**config.mk**
```make
export PLATFORM = sky130hd
export DESIGN_NAME = evt_flag_kick
export DESIGN_NICKNAME = d
export VERILOG_FILES = /design/src/rtl/evt_flag_kick_pkg.sv /design/src/rtl/evt_flag_ctrl.sv /design/src/rtl/evt_flag_dp.sv /design/src/rtl/evt_wdog.sv /design/src/rtl/evt_flag_kick.sv
export SDC_FILE = /design/constraint.sdc
export NUM_CORES = 1
export LEC_CHECK = 0
export BUFFER_PORTS_ARGS = -buffer_cell sky130_fd_sc_hd__buf_2
export CAP_MARGIN = 20
export CORE_ASPECT_RATIO = 0.8
export CORE_MARGIN = 2
export CORE_UTILIZATION = 51
export CTS_CLUSTER_DIAMETER = 150
export DETAILED_ROUTE_END_ITERATION = 10
export PLACE_DENSITY_LB_ADDON = 0.12
export SLEW_MARGIN = 20
export SYNTH_ARGS = -nofsm -noshare
export SYNTH_HDL_FRONTEND = slang
export SYNTH_SLANG_ARGS = --single-unit
```
**constraint.sdc**
```tcl
create_clock -name clk -period 3.33 [get_ports clk]
set_input_delay 0.333 -clock clk [delete_from_list [all_inputs] [get_ports clk]]
set_output_delay 0.333 -clock clk [all_outputs]
set_load 0.005 [all_outputs]
```
**src/rtl/evt_flag_kick_pkg.sv**
```systemverilog
package evt_flag_kick_pkg;
  localparam int DATA_W   = 8;
  localparam int XFER_BIT = 0;
  localparam int PLL_BIT  = 7;

  typedef struct packed {
    logic clrXfer;
    logic clrPll;
    logic rdSel;
  } flagStrobes_t;
endpackage

```
**src/rtl/evt_flag_ctrl.sv**
```systemverilog
module evt_flag_ctrl
  import evt_flag_kick_pkg::*;
#(
  parameter int ADDR_W = 8,
  parameter logic [ADDR_W-1:0] REG_ADDR = 8'h40
) (
  input  logic              clk,
  input  logic              rstN,
  input  logic [ADDR_W-1:0] sfrAddr,
  input  logic              sfrWrEn,
  input  logic [DATA_W-1:0] sfrWrData,
  output flagStrobes_t      strobes,
  output logic              wdogKick
);
  logic regHit;
  logic regWr;
  logic kickReq;
  logic unusedWrBits;

  assign regHit       = (sfrAddr == REG_ADDR);
  assign regWr        = regHit && sfrWrEn;
  assign kickReq      = regWr && sfrWrData[PLL_BIT];
  assign unusedWrBits = ^sfrWrData;

  always_comb begin
    strobes.rdSel   = regHit;
    strobes.clrXfer = regWr && !sfrWrData[XFER_BIT];
    strobes.clrPll  = regWr && !sfrWrData[PLL_BIT];
  end

  always_ff @(posedge clk) begin
    if (!rstN) wdogKick <= 1'b0;
    else       wdogKick <= kickReq;
  end

  // the kick follows a bit-7=1 write and never a bit-7=0 one
  assert_kick_follows_R6: assert property (@(posedge clk) disable iff (!rstN)
    (regWr && sfrWrData[PLL_BIT]) |=> wdogKick);
  assert_no_kick_on_clear_R5: assert property (@(posedge clk) disable iff (!rstN)
    !(regWr && sfrWrData[PLL_BIT]) |=> !wdogKick);
endmodule

```
**src/rtl/evt_flag_dp.sv**
```systemverilog
module evt_flag_dp
  import evt_flag_kick_pkg::*;
(
  input  logic              clk,
  input  logic              rstN,
  input  flagStrobes_t      strobes,
  input  logic              xferEvt,
  input  logic              pllFallEvt,
  output logic              xferFlag,
  output logic              pllFlag,
  output logic [DATA_W-1:0] sfrRdData
);
  always_ff @(posedge clk) begin
    if (!rstN) begin
      xferFlag <= 1'b0;
      pllFlag  <= 1'b0;
    end else begin
      // a set event outranks a clear in the same cycle
      xferFlag <= xferEvt    || (xferFlag && !strobes.clrXfer);
      pllFlag  <= pllFallEvt || (pllFlag  && !strobes.clrPll);
    end
  end

  always_comb begin
    sfrRdData = '0;
    if (strobes.rdSel) begin
      sfrRdData[XFER_BIT] = xferFlag;
      sfrRdData[PLL_BIT]  = pllFlag;
    end
  end

  assert_xfer_set_R2: assert property (@(posedge clk) disable iff (!rstN)
    xferEvt |=> xferFlag);
  assert_pll_set_R7: assert property (@(posedge clk) disable iff (!rstN)
    (pllFallEvt && strobes.clrPll) |=> pllFlag);
  assert_xfer_clear_R3: assert property (@(posedge clk) disable iff (!rstN)
    (strobes.clrXfer && !xferEvt) |=> !xferFlag);
  assert_xfer_hold_R3: assert property (@(posedge clk) disable iff (!rstN)
    (!strobes.clrXfer && !xferEvt) |=> $stable(xferFlag));
  assert_pll_hold_R6: assert property (@(posedge clk) disable iff (!rstN)
    (!strobes.clrPll && !pllFallEvt) |=> $stable(pllFlag));
endmodule

```
**src/rtl/evt_wdog.sv**
```systemverilog
module evt_wdog #(
  parameter int CNT_W  = 16,
  parameter int RELOAD = 1000
) (
  input  logic clk,
  input  logic rstN,
  input  logic kick,
  output logic timeout
);
  localparam logic [CNT_W-1:0] RELOAD_V = CNT_W'(RELOAD);

  logic [CNT_W-1:0] count;

  assign timeout = (count == '0) && !kick;

  always_ff @(posedge clk) begin
    if (!rstN)               count <= RELOAD_V;
    else if (kick)           count <= RELOAD_V;
    else if (count == '0)    count <= RELOAD_V;
    else                     count <= count - 1'b1;
  end

  assert_reload_on_kick_R10: assert property (@(posedge clk) disable iff (!rstN)
    kick |=> (count == RELOAD_V));
  assert_reload_after_expiry_R9: assert property (@(posedge clk) disable iff (!rstN)
    timeout |=> (count == RELOAD_V) && !timeout);
  assert_count_down_R9: assert property (@(posedge clk) disable iff (!rstN)
    (!kick && count != '0) |=> (count == $past(count) - 1'b1));
  assert_in_range_R9: assert property (@(posedge clk) disable iff (!rstN)
    count <= RELOAD_V);
endmodule

```
**src/rtl/evt_flag_kick.sv**
```systemverilog
module evt_flag_kick
  import evt_flag_kick_pkg::*;
#(
  parameter int ADDR_W = 8,
  parameter logic [ADDR_W-1:0] REG_ADDR = 8'h40,
  parameter int CNT_W  = 16,
  parameter int RELOAD = 1000
) (
  input  logic              clk,
  input  logic              rstN,
  input  logic [ADDR_W-1:0] sfrAddr,
  input  logic              sfrWrEn,
  input  logic [DATA_W-1:0] sfrWrData,
  output logic [DATA_W-1:0] sfrRdData,
  input  logic              xferEvt,
  input  logic              pllFallEvt,
  output logic              xferFlag,
  output logic              pllFlag,
  output logic              wdogKick,
  output logic              wdogTimeout
);
  flagStrobes_t strobes;

  evt_flag_ctrl #(.ADDR_W(ADDR_W), .REG_ADDR(REG_ADDR)) u_ctrl (
    .clk(clk), .rstN(rstN), .sfrAddr(sfrAddr), .sfrWrEn(sfrWrEn),
    .sfrWrData(sfrWrData), .strobes(strobes), .wdogKick(wdogKick)
  );

  evt_flag_dp u_dp (
    .clk(clk), .rstN(rstN), .strobes(strobes), .xferEvt(xferEvt),
    .pllFallEvt(pllFallEvt), .xferFlag(xferFlag), .pllFlag(pllFlag),
    .sfrRdData(sfrRdData)
  );

  evt_wdog #(.CNT_W(CNT_W), .RELOAD(RELOAD)) u_wdog (
    .clk(clk), .rstN(rstN), .kick(wdogKick), .timeout(wdogTimeout)
  );

  // nothing pulses in the first cycle after reset
  assert_quiet_after_reset_R1: assert property (@(posedge clk)
    !rstN |=> !wdogKick && !xferFlag && !pllFlag);
endmodule

```
== Word-level counts from Yosys, hierarchy flattened ==
Cells that the tools add are included.
Storage, ports and cells
  bits in latches: 0
  ROM bits: 0
  input bits: 21
  memories: 0
  word-level logic and storage cells: 25
  bits in registers: 19
  memory bits (writable): 0
  output and inout port bits: 12
Cells by class
  bitwise logic cells: 1
  order comparisons: 0
  shift-type cells: 0
  $mul: 0
  divide/modulo/power cells: 0
  reductions and logical operators: 16
  equal/unequal tests: 1
  mux-type cells: 2
  add/subtract/negate cells: 1
Operators with widths (count)
  $logic_not 16->1: 1
  $sub 16x1->16 const B: 1
  $eq 8x7->1 const B: 1
  $logic_and 1x1->1: 7
  $logic_not 1->1: 5
  $reduce_or 3->1: 1
  $logic_or 1x1->1: 2
  $mux 1: 2
  $not 1->1: 1

== Longest topological paths before layout ==
Gate-level depths: netlist (run 1).
  depth after elaboration: 6
  depth in mapped cells: 7

== Cells and area by module ==
From an unflattened synthesis (run 1), not the netlist that was laid out.
Unflattened totals
  cells, all modules: 100
  area total of the unflattened synthesis: 996.0 µm²
Modules (own cells, without submodules)
  evt_wdog: seq. area each 320.3 µm², times used 1, area each 757.0 µm², cells each 76
  evt_flag_dp: seq. area each 40.0 µm², times used 1, area each 146.4 µm², cells each 15
  evt_flag_ctrl: seq. area each 20.0 µm², times used 1, area each 92.6 µm², cells each 9

== Least setup slack after synthesis (run 1) ==
No wires, ideal clock.
  path type: register to output
  start: reg u_wdog.count[0]
  end: out wdogTimeout
  path slack: 1629 ps
  arrival time: 1368 ps
  buffers on the path: 0
  required time: 2997 ps
  cell stages (with the launch flop): 6
  cell sequence: dfxtp_1 inv_1 ha_1 nor3b_2 nand4_2 nor4_1
On the way
  longest elaborated chain between the ends: 2
Ends and longest elaborated chain
  start: declaration: line evt_wdog.sv:12  | logic [CNT_W-1:0] count;
  start signal: assignment: line evt_wdog.sv:20  | else count <= count - 1'b1;
  $logic_not 16->1: line evt_wdog.sv:14  | assign timeout = (count == '0) && !kick;
  $logic_and 1x1->1: line evt_wdog.sv:14
  end: declaration: line evt_flag_kick.sv:20  | output logic wdogTimeout
Every way passes these cells.

== Final worst setup path (run 1) ==
Same ends and word-level chain as after synthesis.

==> metrics.txt, run 1 <==
run status finished, final reports clean; Post-CTS Hold Fix Bufs 0; reported max-cap violation count 0; remaining number of nets flagged by the antenna check after routing 0; post-CTS setup buffers 0; routed wire length 1.56 mm; maximum VDD drop 0.326 mV; number of warnings issued by yosys 0; Avg Inst Size Synth 9.18 sq um; switching power share of the total 0.250; startpoint types flop; area of the multi-input gates around 480 sq um; NumNets Final 144; Die Footprint approximately 0.0021 sq mm; setup violation total in the final timing report 0; cells after synthesis 99; TritonCTS clock tree built; leakage power summed over all cells approximately 0.41 nW; dominant combinational cell family by area after synthesis simple AND/OR/NAND/NOR gates; # clock sinks 19; I/O pin count 33; TritonCTS Buffers 3; total of fill cells in the finished design 157; Switch Pwr 103 uW; kind of critical path flop to output pin; share of synthesized cell area in full adder, half adder and majority cells 0.0138; depth of the worst register-to-register path 6; Max stage delay cell, worst path nor3b_2; transition time at the pin with the least slew margin 0.823 ns; Max Slew Vio Count 0; IO buf count 20; power share of the sequential group 0.610; startpoint of the lowest-slack register-to-register path u_wdog.count[0]$_SDFF_PP0_; CTS root buf clkbuf_4; Max Buffers Root-to-Sink 2; post-synthesis compound-gate area fraction 0.112; startpoint of the lowest-slack hold path pllFallEvt; TNS Setup 0 ns; Layout Area Growth over Synthesis 13.4%; final non-filler cell area 0.00103 sq mm; diode count 0; Seq/Total Area, Yosys 0.419; DP HPWL 1.21 mm; flip-flop cell with the highest count after synthesis dfxtp_1; parity-gate share of the synthesized area counting xor and xnor cells 0.0771; largest stage delay on the critical path 0.45 ns; final hold violation count 0; Reg clk slew, reported paths 0.10 ns; data arrival time of the critical path 2.03 ns; worst reg-to-reg setup slack between 1 and 1.5 ns; startpoint of the worst setup timing path u_wdog.count[0]$_SDFF_PP0_; crit path time final between 2 and 2.5 ns; Async SR Flop Fraction 0; Buf/Inv on CP 2; design internal power 310 uW; Gate power share 0.117; cell-by-cell trace of the critical path inv_1 > ha_1 > nor3b_2 > nand4_2 > nor4_1 > buf_2; maximum number of pins on one net before global-route repair 13; share of post-route cells with drive strength above 1 0.264; average wire per standard cell 10.9 um; Total GRT Usage 0.169; unrepaired setup endpoints after global routing false; storage element area about 380 sq um; top achievable clock speed 424 MHz; Period Utilization, post-route 0.709; number of different library cells in the post-synthesis netlist 36; power density over cell area ~400 mW/mm^2; DR pass1 iterations 4; first-pass GRT wire length roughly 2.7 mm; Core Box Area 0.00164 sq mm; worst path required time ~3 ns; delay-heaviest family, CP simple AND/OR/NAND/NOR gates; Horiz. Die Dim 51.2 um; routability cong. 0.731; number of placement rows 13; number of antenna violations at the first check in global routing 0; basic-gate share of the synthesized area counting and, or, nand and nor cells 0.304; number of synthesized flops with an enable pin 0; register bit count reported by yosys 19; number of stages on the worst setup path 6; termination of the worst setup path wdogTimeout; crit path max fanout 6; Min-Delay Path Class primary input to flop; total DRC errors in the routed layout 0; clock insertion delay at the later pin of the skew report 0.30 ns; endpoint class of the critical path output pin; detail-routed via count per cell 5.13; Worst R2R End u_wdog.count[3]$_SDFF_PP1_; die extent in y 41.7 um; Setup Skew 0.00762 ns; via count between 700 and 800; detailed router's first-iteration violation count 9; Cell Area, Placed between 0.001 and 0.0015 sq mm; cells resized by post-CTS repair 0; total number of H-tree levels 1; post-synthesis instance area 908 sq um; mux share of post-synthesis cell area 0; Worst slew margin 0.448; via count of the first global-routing pass 616; Clk pwr share 0.273; initial core utilization 0.553; Congestion Overflow GR 0
registers in the layout, summed over array words and instances, names as in the netlist:
register	flops
u_ctrl.wdogKick	1
u_dp.xferFlag	1
u_wdog.count	16
u_dp.pllFlag	1
final cells by class:
type | count | area share
multi-input cells | 75 | 0.469
flip-flops and latches | 19 | 0.369
repair buffers | 20 | 0.0972
well taps | 22 | 0.0267
clock buffers | 3 | 0.0219
inverters | 3 | 0.0109
clock inverters | 1 | 0.00486
worst min-delay path by stage:
stage / to / depth (start not counted)
floorplan: u_wdog.count[0]$_SDFF_PP0_ / 1
global placement: u_wdog.count[0]$_SDFF_PP0_ / 1
detailed placement: u_wdog.count[0]$_SDFF_PP0_ / 1
CTS: u_dp.pllFlag$_SDFF_PN0_ / 2
global route: u_dp.pllFlag$_SDFF_PN0_ / 2
finish: u_dp.pllFlag$_SDFF_PN0_ / 2
placed cells by master (no fill, tap or decap), types with 2 or more instances in the layout:
cell type and n:
nor4_1 2, xnor2_1 3, nand2_1 8, nor2_1 11
clkbuf_4 3, o21ai_0 2, nand2b_1 3, and3_1 2
nor2b_1 2, o31a_1 3, inv_1 3, xor2_1 5
dfxtp_1 19, nand3_1 4, conb_1 6, or3_1 3
buf_2 20, o21a_1 2
power groups by stage:
stage	clock network, mW	logic [mW]	registers [mW]
global placement	0	0.0474	0.256
finish	0.113	0.0483	0.252
global route	0.131	0.0556	0.253
floorplan	0	0.0389	0.255
detailed placement	0	0.0489	0.256
CTS	0.118	0.0488	0.252
cells in the mapped netlist, types with 2 or more instances:
cell      count  area share
and3_1        2       0.014
nand3_1       4       0.022
buf_4         7       0.058
nand2b_1      3       0.021
xnor2_1       3       0.029
dfxtp_1      19        0.42
nor2b_1       2       0.014
o31a_1        3       0.029
or3_1         3       0.021
o21ai_0       2       0.011
nor4_1        2       0.014
inv_1         3       0.012
nand2_1       8       0.033
o21a_1        2       0.017
nor2_1       11       0.045
xor2_1        5       0.048
logic make-up (layout without fill, tap and decap cells):
family                   Yosys count  in the layout
adder cells (fa/ha/maj)            1              1
flip-flops                        19             19
other                              1              6
buffers and inverters             10             27
XOR/XNOR                           8              8
AND/OR/NAND/NOR                   47             47
AO/OA/AOI/OAI                     13             13
metal layers:
metal,up-vias,part of all wire,track usage
li1,381,-,-
met1,339,0.47,0.209
met2,12,0.48,0.262
met3,2,0.044,0.0755
met4,0,0.0077,0.0486
met5,-,0,0
through the flow:
| stage | std cells | setup WS [ns] | hold slack [ns] | power, mW | util |
|---|---|---|---|---|---|
| 6_report | 143 | 0.970 | 0.242 | 0.413 | 0.627 |
| 5_1_grt | 143 | 0.752 | 0.237 | 0.440 | 0.627 |
| 4_1_cts | 143 | 0.954 | 0.233 | 0.419 | 0.627 |
| 3_5_place_dp | 139 | 1.02 | 0.468 | 0.305 | 0.610 |
| 3_3_place_gp | 139 | 1.09 | 0.455 | 0.304 | 0.610 |
| 2_1_floorplan | 104 | 1.63 | 0.436 | 0.294 | - |
(Power assumes the default switching activity.)
==> inputs of run 2 (changes only) <==
- CORE_UTILIZATION: 51 -> 43
- clock period: 3.33 -> 1.95 ns (I/O delays scaled with it)
==> metrics.txt, run 2 (same netlist as run 1, synthesis figures left out) <==
Core Box Area 0.00194 sq mm (+18%); worst reg-to-reg setup slack 0.15 ns (-0.89 ns); power density over cell area 665 mW/mm^2 (+66%); Setup Skew 0.00574 ns (-0.00188 ns); Die Footprint 0.00250 sq mm (+17%); via count of the first global-routing pass 631 (+2.4%); Setup Slack @ Placement 0.228 ns (-0.792 ns); TritonCTS Buffers 3 (unchanged); diode count 0 (unchanged); startpoint of the lowest-slack register-to-register path u_wdog.count[0]$_SDFF_PP0_; die extent in y 45.1 um (+8.1%); NumNets Final 150 (+4.2%); DP HPWL 1.27 mm (+4.9%); routed wire length 1.63 mm (+4.5%); Post-CTS Hold Fix Bufs 0 (unchanged); maximum VDD drop 0.480 mV (+47%); routability cong. 0.717 (-1.9%); GR met1 Demand/Resource 0.172 (-0.0367); number of placement rows 14 (+1); clock insertion delay at the later pin of the skew report 0.29 ns (about the same); Horiz. Die Dim 55.4 um (+8.2%); met3 Track Usage GR 0.0602 (-0.0154); run status finished, final reports clean; unrepaired setup endpoints after global routing false; maximum number of pins on one net before global-route repair 13 (unchanged); TNS Setup 0 ns (unchanged); DR pass1 iterations 4 (unchanged); detailed router's first-iteration violation count 12 (+3); kind of critical path flop to flop; via count 759 (+3.4%); number of flip-flops in the largest register 16 (unchanged); leakage power summed over all cells 0.439 nW (+8.0%); total DRC errors in the routed layout 0 (unchanged); startpoint of the lowest-slack hold path pllFallEvt; reported max-cap violation count 0 (unchanged); global-route met2 utilization 0.243 (-0.0195); Total GRT Usage 0.141 (-0.0279); CTS root buf clkbuf_4; startpoint types flop; most common cell after layout, fill and taps aside buf_2; setup violation total in the final timing report 0 (unchanged); final hold violation count 0 (unchanged); busiest layer in global routing met2; Period Utilization, post-route 0.925; TritonCTS clock tree built; # clock sinks 19 (unchanged); data arrival time of the critical path 1.98 ns (-0.05 ns); number of antenna violations at the first check in global routing 0 (unchanged); crit path max fanout 12 (+6); remaining number of nets flagged by the antenna check after routing 0 (unchanged); first-pass GRT wire length 2.70 mm (+1.5%); final worst slack 0.147 ns (-0.823 ns); total of fill cells in the finished design 176 (+12%); Layout Area Growth over Synthesis 19.8%; Min-Delay Path Class primary input to flop; Final Power 723 uW (+75%); I/O pin count 33 (unchanged); detail-routed via count per cell 5.03 (-2.1%); share of post-route cells with drive strength above 1 0.299 (+0.0347); endpoint class of the critical path flop; commonest non-fill, non-tap cells in the layout buf_2 (20), dfxtp_1 (19), nor2_1 (11); largest register by flop count u_wdog.count; Reg clk slew, reported paths 0.10 ns (about the same); worst path required time 2.13 ns (-0.87 ns); average wire per standard cell 10.8 um (-1.0%); initial core utilization 0.467 (-0.0858); Max Slew Vio Count 0 (unchanged); Congestion Overflow GR 0 (unchanged); IO buf count 20 (unchanged); crit path time final 1.80 ns; total number of H-tree levels 1 (unchanged); startpoint of the worst setup timing path u_wdog.count[0]$_SDFF_PP0_; top achievable clock speed 555 MHz; Max Buffers Root-to-Sink 2 (unchanged)
## run 2: path summary, 6_finish.rpt
check | endpoint | cells after the start
max | u_wdog.count[3]$_SDFF_PP1_ | 8
min | u_dp.pllFlag$_SDFF_PN0_ | 2
max reg2reg | u_wdog.count[3]$_SDFF_PP1_ | 8
min reg2reg | u_wdog.count[0]$_SDFF_PP0_ | 1
## run 2: area by class of cell
type	count	area, sq um	share of cell area
inverter	3	11.3	0.0103
clock buffer	4	26.3	0.0241
multi-input combinational	75	495	0.455
sequential	19	380	0.349
tap	24	30.0	0.0276
timing repair buffer	26	145	0.133
## run 2: critical path, cell delays in order, from the launching register on
cell and delay (ns):
dfxtp_1 0.40, inv_1 0.06, ha_1 0.21, nor3b_4 0.16
nand4_2 0.09, buf_4 0.14, o31ai_2 0.06, buf_4 0.18
or3_1 0.38
## run 2: through the flow
step / hold WS (ns) / cells / utilization / instance area (sq um)
2_1_floorplan: 0.312 / 104 / - / 927
3_3_place_gp: 0.404 / 146 / 0.536 / 1040
3_5_place_dp: 0.415 / 146 / 0.536 / 1040
4_1_cts: 0.102 / 151 / 0.553 / 1080
5_1_grt: 0.101 / 151 / 0.560 / 1090
6_report: 0.113 / 151 / 0.560 / 1090
## run 2: what timing repair did
action                                  CTS  global route
buffers inserted                          1             0
endpoints found under the setup margin    1             1
gates resized for setup                   0             2
pin swaps                                 0             1
cloned                                    0             0
## run 2: report_power, final
part / switching, mW / total [mW] / leakage (nW) / internal, mW
Sequential: 0.0242 / 0.432 / 0.155 / 0.408
Combinational: 0.0394 / 0.0940 / 0.269 / 0.0546
Clock: 0.118 / 0.197 / 0.0150 / 0.0796
## run 2: metal layers
layer,part of all wire,up-vias,routed length [um]
met5,0,-,0
met4,0,0,0
met3,0.051,0,83
met2,0.50,18,811
met1,0.45,347,731
li1,-,394,-
